File: config.mk
export PLATFORM = sky130hd
export DESIGN_NAME = spi_status_ctrl
export DESIGN_NICKNAME = d
export VERILOG_FILES = /design/src/rtl/spi_pkg.sv /design/src/rtl/spi_clk_div.sv /design/src/rtl/spi_shifter.sv /design/src/rtl/spi_flag_unit.sv /design/src/rtl/spi_status_ctrl.sv
export SDC_FILE = /design/constraint.sdc
export NUM_CORES = 1
export LEC_CHECK = 0
export BUFFER_PORTS_ARGS = -buffer_cell sky130_fd_sc_hd__buf_2
export CAP_MARGIN = 20
export CORE_MARGIN = 4
export CORE_UTILIZATION = 25
export CTS_CLUSTER_DIAMETER = 200
export DETAILED_ROUTE_END_ITERATION = 8
export GPL_TIMING_DRIVEN = 0
export HOLD_SLACK_MARGIN = 0.02
export PLACE_DENSITY = 0.41
export SLEW_MARGIN = 20
export SYNTH_ARGS = -nofsm -noshare
export SYNTH_HDL_FRONTEND = slang
export SYNTH_SLANG_ARGS = --single-unit
File: constraint.sdc
create_clock -name clk -period 5.4 [get_ports clk]
set_input_delay 0.54 -clock clk [delete_from_list [all_inputs] [get_ports clk]]
set_output_delay 0.54 -clock clk [all_outputs]
set_load 0.01 [all_outputs]
File: src/rtl/spi_pkg.sv
package spi_pkg;
    localparam int DATA_W = 8;

    typedef struct packed {
        logic       ie;
        logic       en;
        logic       mst;
        logic       cpol;
        logic       cpha;
        logic [1:0] rate;
    } spi_ctrl_t;
endpackage

File: src/rtl/spi_clk_div.sv
module spi_clk_div #(
    parameter int CNT_W = 7
) (
    input  logic       clk,
    input  logic       rst_n,
    input  logic       run,
    input  logic [1:0] rate,
    input  logic       dbl,
    output logic       tick
);
    logic [7:0]       base_div;
    logic [7:0]       half_div;
    logic [CNT_W-1:0] lim;
    logic [CNT_W-1:0] cnt_d, cnt_q;

    always_comb begin
        case (rate)
            2'd0:    base_div = 8'd4;
            2'd1:    base_div = 8'd16;
            2'd2:    base_div = 8'd64;
            default: base_div = 8'd128;
        endcase
        half_div = dbl ? (base_div >> 2) : (base_div >> 1);
        lim      = CNT_W'(half_div - 8'd1);
        tick     = run && (cnt_q == lim);
        if (!run || tick) cnt_d = '0;
        else              cnt_d = cnt_q + 1'b1;
    end

    always_ff @(posedge clk) begin
        if (!rst_n) cnt_q <= '0;
        else        cnt_q <= cnt_d;
    end


    cnt_idle_chk: assert property (@(posedge clk) disable iff (!rst_n)
        !$past(run) |-> cnt_q == '0);
endmodule

File: src/rtl/spi_shifter.sv
module spi_shifter #(
    parameter int DW = spi_pkg::DATA_W
) (
    input  logic          clk,
    input  logic          rst_n,
    input  logic          start,
    input  logic          abort,
    input  logic [DW-1:0] din,
    input  logic          tick,
    input  logic          cpha,
    input  logic          miso,
    output logic          busy,
    output logic          phase,
    output logic          mosi,
    output logic          done,
    output logic [DW-1:0] rx_byte
);
    localparam int NEDGE = 2 * DW;
    localparam int EW    = $clog2(NEDGE);

    typedef struct packed {
        logic          busy;
        logic          ph;
        logic [EW-1:0] edge_n;
        logic [DW-1:0] sr;
        logic          samp;
    } sh_t;

    sh_t s_d, s_q;
    logic lead, sample_now;

    always_comb begin
        s_d        = s_q;
        done       = 1'b0;
        lead       = ~s_q.edge_n[0];
        sample_now = cpha ? !lead : lead;
        if (abort) begin
            s_d.busy = 1'b0;
            s_d.ph   = 1'b0;
        end else if (start) begin
            s_d.busy   = 1'b1;
            s_d.ph     = 1'b0;
            s_d.edge_n = '0;
            s_d.sr     = din;
            s_d.samp   = 1'b0;
        end else if (s_q.busy && tick) begin
            s_d.ph     = ~s_q.ph;
            s_d.edge_n = s_q.edge_n + 1'b1;
            if (sample_now)
                s_d.samp = miso;
            else if (!(cpha && s_q.edge_n == '0))
                s_d.sr = {s_q.sr[DW-2:0], s_q.samp};
            if (s_q.edge_n == EW'(NEDGE - 1)) begin
                s_d.busy = 1'b0;
                done     = 1'b1;
            end
        end
        rx_byte = cpha ? {s_q.sr[DW-2:0], miso} : {s_q.sr[DW-2:0], s_q.samp};
    end

    always_ff @(posedge clk) begin
        if (!rst_n) s_q <= '0;
        else        s_q <= s_d;
    end

    assign busy  = s_q.busy;
    assign phase = s_q.ph;
    assign mosi  = s_q.sr[DW-1];


    sck_idle_chk: assert property (@(posedge clk) disable iff (!rst_n)
        !s_q.busy |-> !s_q.ph);

    done_pulse_chk: assert property (@(posedge clk) disable iff (!rst_n)
        done |=> !done);
endmodule

File: src/rtl/spi_flag_unit.sv
module spi_flag_unit (
    input  logic clk,
    input  logic rst_n,
    input  logic stat_rd,
    input  logic data_acc,
    input  logic coll,
    input  logic done,
    input  logic fault,
    input  logic ack,
    output logic cmpl_flag,
    output logic coll_flag
);
    typedef struct packed {
        logic cmpl;
        logic coll;
        logic arm;
    } fl_t;

    fl_t f_d, f_q;

    always_comb begin
        f_d = f_q;
        if (stat_rd && (f_q.cmpl || f_q.coll)) f_d.arm = 1'b1;
        else if (data_acc)                     f_d.arm = 1'b0;
        if (data_acc && f_q.arm) begin
            f_d.cmpl = 1'b0;
            f_d.coll = 1'b0;
        end
        if (ack)          f_d.cmpl = 1'b0;
        if (coll)         f_d.coll = 1'b1;
        if (done || fault) f_d.cmpl = 1'b1;
    end

    always_ff @(posedge clk) begin
        if (!rst_n) f_q <= '0;
        else        f_q <= f_d;
    end

    assign cmpl_flag = f_q.cmpl;
    assign coll_flag = f_q.coll;


    cmpl_clear_chk: assert property (@(posedge clk) disable iff (!rst_n)
        $fell(f_q.cmpl) |-> $past(ack || (data_acc && f_q.arm)));

    coll_set_chk: assert property (@(posedge clk) disable iff (!rst_n)
        $rose(f_q.coll) |-> $past(coll));
endmodule

File: src/rtl/spi_status_ctrl.sv
module spi_status_ctrl #(
    parameter int DW    = spi_pkg::DATA_W,
    parameter int CNT_W = 7
) (
    input  logic          clk,
    input  logic          rst_n,
    input  logic [1:0]    bus_addr,
    input  logic          bus_wr,
    input  logic          bus_rd,
    input  logic [DW-1:0] bus_wdata,
    output logic [DW-1:0] bus_rdata,
    input  logic          irq_ack,
    output logic          irq,
    input  logic          ss_is_input,
    input  logic          ss_n,
    output logic          sck,
    output logic          mosi,
    input  logic          miso
);
    import spi_pkg::*;

    localparam logic [1:0] A_CTRL = 2'd0;
    localparam logic [1:0] A_STAT = 2'd1;
    localparam logic [1:0] A_DATA = 2'd2;

    typedef struct packed {
        spi_ctrl_t     ctrl;
        logic          dbl;
        logic [DW-1:0] rxbuf;
    } top_t;

    top_t r_d, r_q;
    logic busy, phase, done, tick, cmpl_flag, coll_flag;
    logic data_wr, data_acc, stat_rd, fault, start, coll;
    logic [DW-1:0] rx_byte;

    always_comb begin
        data_wr  = bus_wr && bus_addr == A_DATA;
        data_acc = (bus_wr || bus_rd) && bus_addr == A_DATA;
        stat_rd  = bus_rd && bus_addr == A_STAT;
        fault    = r_q.ctrl.en && r_q.ctrl.mst && ss_is_input && !ss_n;
        start    = data_wr && r_q.ctrl.en && r_q.ctrl.mst && !busy && !fault;
        coll     = data_wr && busy;

        r_d = r_q;
        if (bus_wr && bus_addr == A_CTRL)
            r_d.ctrl = '{ie: bus_wdata[7], en: bus_wdata[6], mst: bus_wdata[4],
                         cpol: bus_wdata[3], cpha: bus_wdata[2], rate: bus_wdata[1:0]};
        if (bus_wr && bus_addr == A_STAT) r_d.dbl = bus_wdata[0];
        if (fault) r_d.ctrl.mst = 1'b0;
        if (done)  r_d.rxbuf = rx_byte;

        case (bus_addr)
            A_CTRL:  bus_rdata = {r_q.ctrl.ie, r_q.ctrl.en, 1'b0, r_q.ctrl.mst,
                                  r_q.ctrl.cpol, r_q.ctrl.cpha, r_q.ctrl.rate};
            A_STAT:  bus_rdata = {cmpl_flag, coll_flag, {(DW-3){1'b0}}, r_q.dbl};
            A_DATA:  bus_rdata = r_q.rxbuf;
            default: bus_rdata = '0;
        endcase
    end

    always_ff @(posedge clk) begin
        if (!rst_n) r_q <= '0;
        else        r_q <= r_d;
    end

    spi_clk_div #(.CNT_W(CNT_W)) u_div (
        .clk(clk), .rst_n(rst_n), .run(busy), .rate(r_q.ctrl.rate),
        .dbl(r_q.dbl), .tick(tick));

    spi_shifter #(.DW(DW)) u_sh (
        .clk(clk), .rst_n(rst_n), .start(start), .abort(fault), .din(bus_wdata),
        .tick(tick), .cpha(r_q.ctrl.cpha), .miso(miso), .busy(busy),
        .phase(phase), .mosi(mosi), .done(done), .rx_byte(rx_byte));

    spi_flag_unit u_fl (
        .clk(clk), .rst_n(rst_n), .stat_rd(stat_rd), .data_acc(data_acc),
        .coll(coll), .done(done), .fault(fault), .ack(irq_ack),
        .cmpl_flag(cmpl_flag), .coll_flag(coll_flag));

    assign sck = r_q.ctrl.cpol ^ phase;
    assign irq = cmpl_flag && r_q.ctrl.ie;


    rxbuf_hold_chk: assert property (@(posedge clk) disable iff (!rst_n)
        !$past(done) |-> $stable(r_q.rxbuf));

    fault_demote_chk: assert property (@(posedge clk) disable iff (!rst_n)
        fault |=> !r_q.ctrl.mst && !busy && cmpl_flag);
endmodule

* Word level (Yosys, flattened, before mapping)
Index checks and enable logic that the tools add are counted.
** Storage, ports and cells
- RAM bits :: 0
- Memory bits (read-only) :: 0
- Output and inout port bits :: 11
- Latch bits :: 0
- Register bits after elaboration :: 41
- Memories :: 0
- Logic and storage cells :: 96
- Input bits :: 18
** Operators by class
- Bitwise operators :: 5
- $mul :: 0
- Order comparisons :: 0
- Reductions and logical operators :: 42
- Shifts and indexed selects :: 0
- Equality and inequality tests :: 8
- Add/subtract/negate cells :: 3
- Divide/modulo/power cells :: 0
- Muxes and demuxes :: 21
** Operators by type and width (count)
- 8-bit one-hot mux with 3 select lines :: 2
- 15-bit two-way mux :: 2
- 1-bit logical AND :: 19
- 8-bit two-way mux :: 2
- 1-bit two-way mux :: 13
- 2-bit nonzero test :: 5
- 7-bit by 1-bit adder with 7-bit output (second input constant) :: 1
- 7-bit equality test :: 1
- 7-bit two-way mux :: 1
- 7-bit by 1-bit subtractor with 7-bit output (second input constant) :: 1
- 4-bit by 1-bit adder with 4-bit output (second input constant) :: 1
- 2-bit by 1-bit equality test with 1-bit output (second input constant) :: 2
- 2-bit equality test (second input constant) :: 2
- 4-bit equality test (second input constant) :: 1
- 2-bit zero test :: 2
- 4-bit zero test :: 1
- 1-bit logical OR :: 4
- 2-bit != test (second input constant) :: 2
- 1-bit NOT :: 4
- 2-bit AND reduction :: 2
- 4-bit AND reduction :: 1
- 2-bit OR reduction :: 2
- 1-bit zero test :: 3
- 3-bit AND reduction :: 1
- 4 further kinds :: 4

* Logic depth before layout (Yosys ltp)
- Depth in word-level cells :: 12
- Mapped depth :: 7
- Mapped depth without buffers :: 7

* Hierarchy
A second synthesis with hierarchy kept.
** Second synthesis, totals
- Cells, all modules :: 260
- Area total of the unflattened synthesis :: 2331.0 um^2
** Modules (own cells, without submodules)
- spi_shifter :: times used 1, cells an instance 119, sequential area each 300.3 um^2, area an instance 949.7 um^2
- spi_status_ctrl :: times used 1, cells an instance 83, sequential area each 320.3 um^2, area an instance 830.8 um^2
- spi_clk_div :: times used 1, cells an instance 47, sequential area each 140.1 um^2, area an instance 439.2 um^2
- spi_flag_unit :: times used 1, cells an instance 11, sequential area each 60.1 um^2, area an instance 111.4 um^2

* Worst setup path before layout
OpenSTA, ideal clock, no wires.
- Path kind :: in2out
- Start point :: input port bus_addr[1]
- End point :: output port bus_rdata[5]
- Stages on the path :: 3
- Path buffers :: 1
- Arrival :: 1356 ps
- Setup slack :: 3504 ps
- Required time :: 4860 ps
- Path through :: buf_1 -> nor2b_1 -> and2_1
** Between the ends
- Longest elaborated chain between the ends :: 2
- Elaborated cells between the ends (all ways) :: 4
- Those cells by class :: 2 x eq/ne; 1 x mux; 1 x reduce/logical
** Ends and longest elaborated chain
- from (decl) :: line spi_status_ctrl.sv:7 : input logic [1:0] bus_addr,
- 2-bit equality test (tied with other cells) :: line spi_status_ctrl.sv:53 : case (bus_addr)
- 8-bit one-hot mux with 3 select lines * :: line spi_status_ctrl.sv:53
- to (decl) :: line spi_status_ctrl.sv:11 : output logic [DW-1:0] bus_rdata,
Mark *: on every way between the ends. The rest lies on a longest branch, timed or not.

* Worst setup path in the final report
- Start point :: input port bus_addr[1]
- End point :: output port bus_rdata[7]
The elaborated chain is that of the path after synthesis.

==> out/results.txt <==
Status - complete, no violations
Detailed-route via count - 1795
Share of synthesized registers carrying an async set or reset - 0
Global route overflow - 0
Placed Instances - 374
Die W - 103 um
Pre-CTS setup slack - 2.86 ns
Drt wl/cell - 15.6 um
Min-Delay Path Depth - 2
First-pass GRT wire length - 9410 um
Yosys Warn Count - 0
Post-route ant nets - 0
Hold Violations, Final - 0
Met3 wire length - 187 um
Final core utilization - 0.298
CP required - 4.86 ns
Static leakage - 1.04 nW
Yosys reg bits - 41
Syn avg cell area - 9.42 um2
Worst Slack Setup Final - 2.89 ns
Reg-to-reg startpoint - r_q[8]
Clk Latency, worst-skew pair - 0.29 ns
Hold_sp - u_sh.mosi
Max layer used - met4
Max-cap violations - 0
CTS tree - yes
Initial core utilization - 0.257
VDD IR max - 0.0868 mV
Slowest Stage Delay on Critical Path - 0.47 ns
Setup crit start kind - primary input
CTS root buf - clkbuf_8
Slew HR - 0.421
Critical path class - primary input to output pin
CTS H-tree depth - 2
Share of cells above drive strength 1 - 0.212
Post-Syn Nets - 260
Synth unique cells - 48
TritonCTS Buffers - 5
Setup violators final - 0
Skew final - 0.00930 ns
Measured slew at the worst slew-check pin - 0.863 ns
Clock Sinks - 41
CP Capture Type - output pin
Largest net degree at the start of global routing - 13
I/O pins - 29
Critical Path Slowest Stage Cell - nor2b_1
Min Tclk post-route - 2.51 ns
Multi-input gate area - 1340 um2
Setup TNS - 0 ns
Post-route insts no fill - 381
Worst Hold Class - register to register
Crit Path Max Fanout - 10
Starting DRT DRC Count - 79
Post-synthesis sequential area ratio - 0.364
Post-Route WL - 5940 um
RD Place Congestion - 0.712
Input/output buffers - 27
Number of diodes - 0
Post-Route M1 WL - 3170 um
DP Wirelength - 4440 um
Setup Fix Bufs, Post-CTS - 0
CORE AREA - 8760 um2
Worst Hold End - u_sh.mosi
Arr. time, crit path - 1.97 ns
Unrepaired setup endpoints after global routing - no
# fillers - 964
Reg clk slew, reported paths - 0.07 ns
Drt first pass iters - 4
Achievable Freq - 398 MHz
Mapped Cells - 239
Metal2 WL - 2530 um
Top_reg_cell synth - dfxtp_1
Vias per cell - 4.71
Synth Cell Area - 2250 um2
Antenna violations before repair - 0
Chip height - 103 um
Net count reported at finish - 294
Register area - 821 um2
Cell Pwr Density - 214 nW/um2
Longest Clk Path Bufs - 2
Tcrit/Tclk final - 0.465
Pins Over Slew Limit - 0
DRC violations left - 0
Critical R2R Capture - u_sh.s_q[7]
Die ar. - 10600 um2
Vias in the first global route - 1754
GRT Resource Usage Total - 0.117
Hold-fix buffers, CTS - 0
Worst reg-to-reg path cell count - 7
Cells resized by post-CTS repair - 0
Worst path cell trace - buf_2 -> buf_1 -> nor2b_1 -> nand2_1 -> o21ai_0 -> buf_2
FF-to-FF setup slack - 3.30 ns
Number of synthesized flops with an enable pin - 0
Row count - 34
Most frequent CP cell - buf_2
Layout area overhead - 16.0%
layout by cell type, fill, tap and decap left out, drive strengths merged, types with 4 or more instances in the layout:
| master | instances |
|---|---|
| dfxtp | 41 |
| buf | 33 |
| mux2i | 23 |
| nand2 | 23 |
| nor2 | 20 |
| nor2b | 18 |
| o211ai | 11 |
| clkbuf | 11 |
| o21ai | 9 |
| inv | 7 |
| xor2 | 7 |
| a2bb2oi | 7 |
| nor3 | 7 |
| and3 | 5 |
| nand3 | 5 |
| o21a | 5 |
| and2 | 5 |
| nand2b | 4 |
where the power goes:
| group | total, mW | internal [mW] | switching (mW) |
|---|---|---|---|
| sequential | 0.306 | 0.304 | 0.00219 |
| combinational | 0.0426 | 0.0170 | 0.0255 |
| clock | 0.211 | 0.101 | 0.110 |
registers in the layout (all words and copies together), names as in the netlist:
| signal | count |
|---|---|
| r_q | 16 |
| u_div.cnt_q | 7 |
| u_fl.cmpl_flag | 1 |
| u_fl.coll_flag | 1 |
| u_fl.f_q | 1 |
| u_sh.busy | 1 |
| u_sh.mosi | 1 |
| u_sh.phase | 1 |
| u_sh.s_q | 12 |
how the worst max path moves through the flow:
stage	cells after the start	from	end	slack, ns
3_5_place_dp	6	bus_addr[1]	bus_rdata[7]	2.86
6_report	6	bus_addr[1]	bus_rdata[7]	2.89
2_1_floorplan	3	bus_addr[1]	bus_rdata[5]	3.50
4_1_cts	6	bus_addr[1]	bus_rdata[7]	2.84
5_1_grt	6	bus_addr[1]	bus_rdata[7]	2.66
3_3_place_gp	6	bus_addr[1]	bus_rdata[7]	2.85
through the flow:
step | area [um2] | power [mW] | hold WS (ns)
floorplan | 2250 | 0.338 | 0.435
global placement | 2520 | 0.357 | 0.446
detailed placement | 2520 | 0.357 | 0.459
CTS | 2610 | 0.572 | 0.472
global route | 2610 | 0.586 | 0.511
finish | 2610 | 0.560 | 0.472
Yosys cell counts (all sizes together), types with 6 or more instances:
library cell,n,area share
mux2i,23,0.10
nor2b,18,0.050
dfxtp,41,0.36
inv,7,0.012
o21ai,9,0.020
a2bb2oi,7,0.047
nor2,20,0.033
nand2,23,0.042
nor3,7,0.027
xor2,7,0.027
buf,6,0.019
o211ai,11,0.047
layout make-up:
class                   count  area share
multi-input cells         180       0.514
flip-flops and latches     41       0.314
repair buffers             27      0.0517
well taps                 108      0.0517
clock buffers               6      0.0316
plain buffers              11      0.0235
inverters                   7      0.0101
clock inverters             1     0.00287
logic make-up after synthesis:
group / after synthesis / share of synthesized area
adder cells (fa/ha/maj): 3 / 0.0167
multiplexers: 24 / 0.107
AND/OR/NAND/NOR: 98 / 0.242
flip-flops: 41 / 0.364
buffers and inverters: 18 / 0.0389
AO/OA/AOI/OAI: 46 / 0.196
XOR/XNOR: 9 / 0.0350
metal layers:
| layer | global-route usage | vias up |
|---|---|---|
| li1 | - | 910 |
| met1 | 0.175 | 852 |
| met2 | 0.171 | 31 |
| met3 | 0.0210 | 2 |
| met4 | 0.0359 | 0 |
| met5 | 0 | - |
critical path, delay by kind of cell:
| kind | cells | cell delay [ns] |
|---|---|---|
| simple gates | 2 | 0.56 |
| compound gates | 1 | 0.12 |
| buf+inv | 3 | 0.75 |
(Power assumes the default switching activity.)
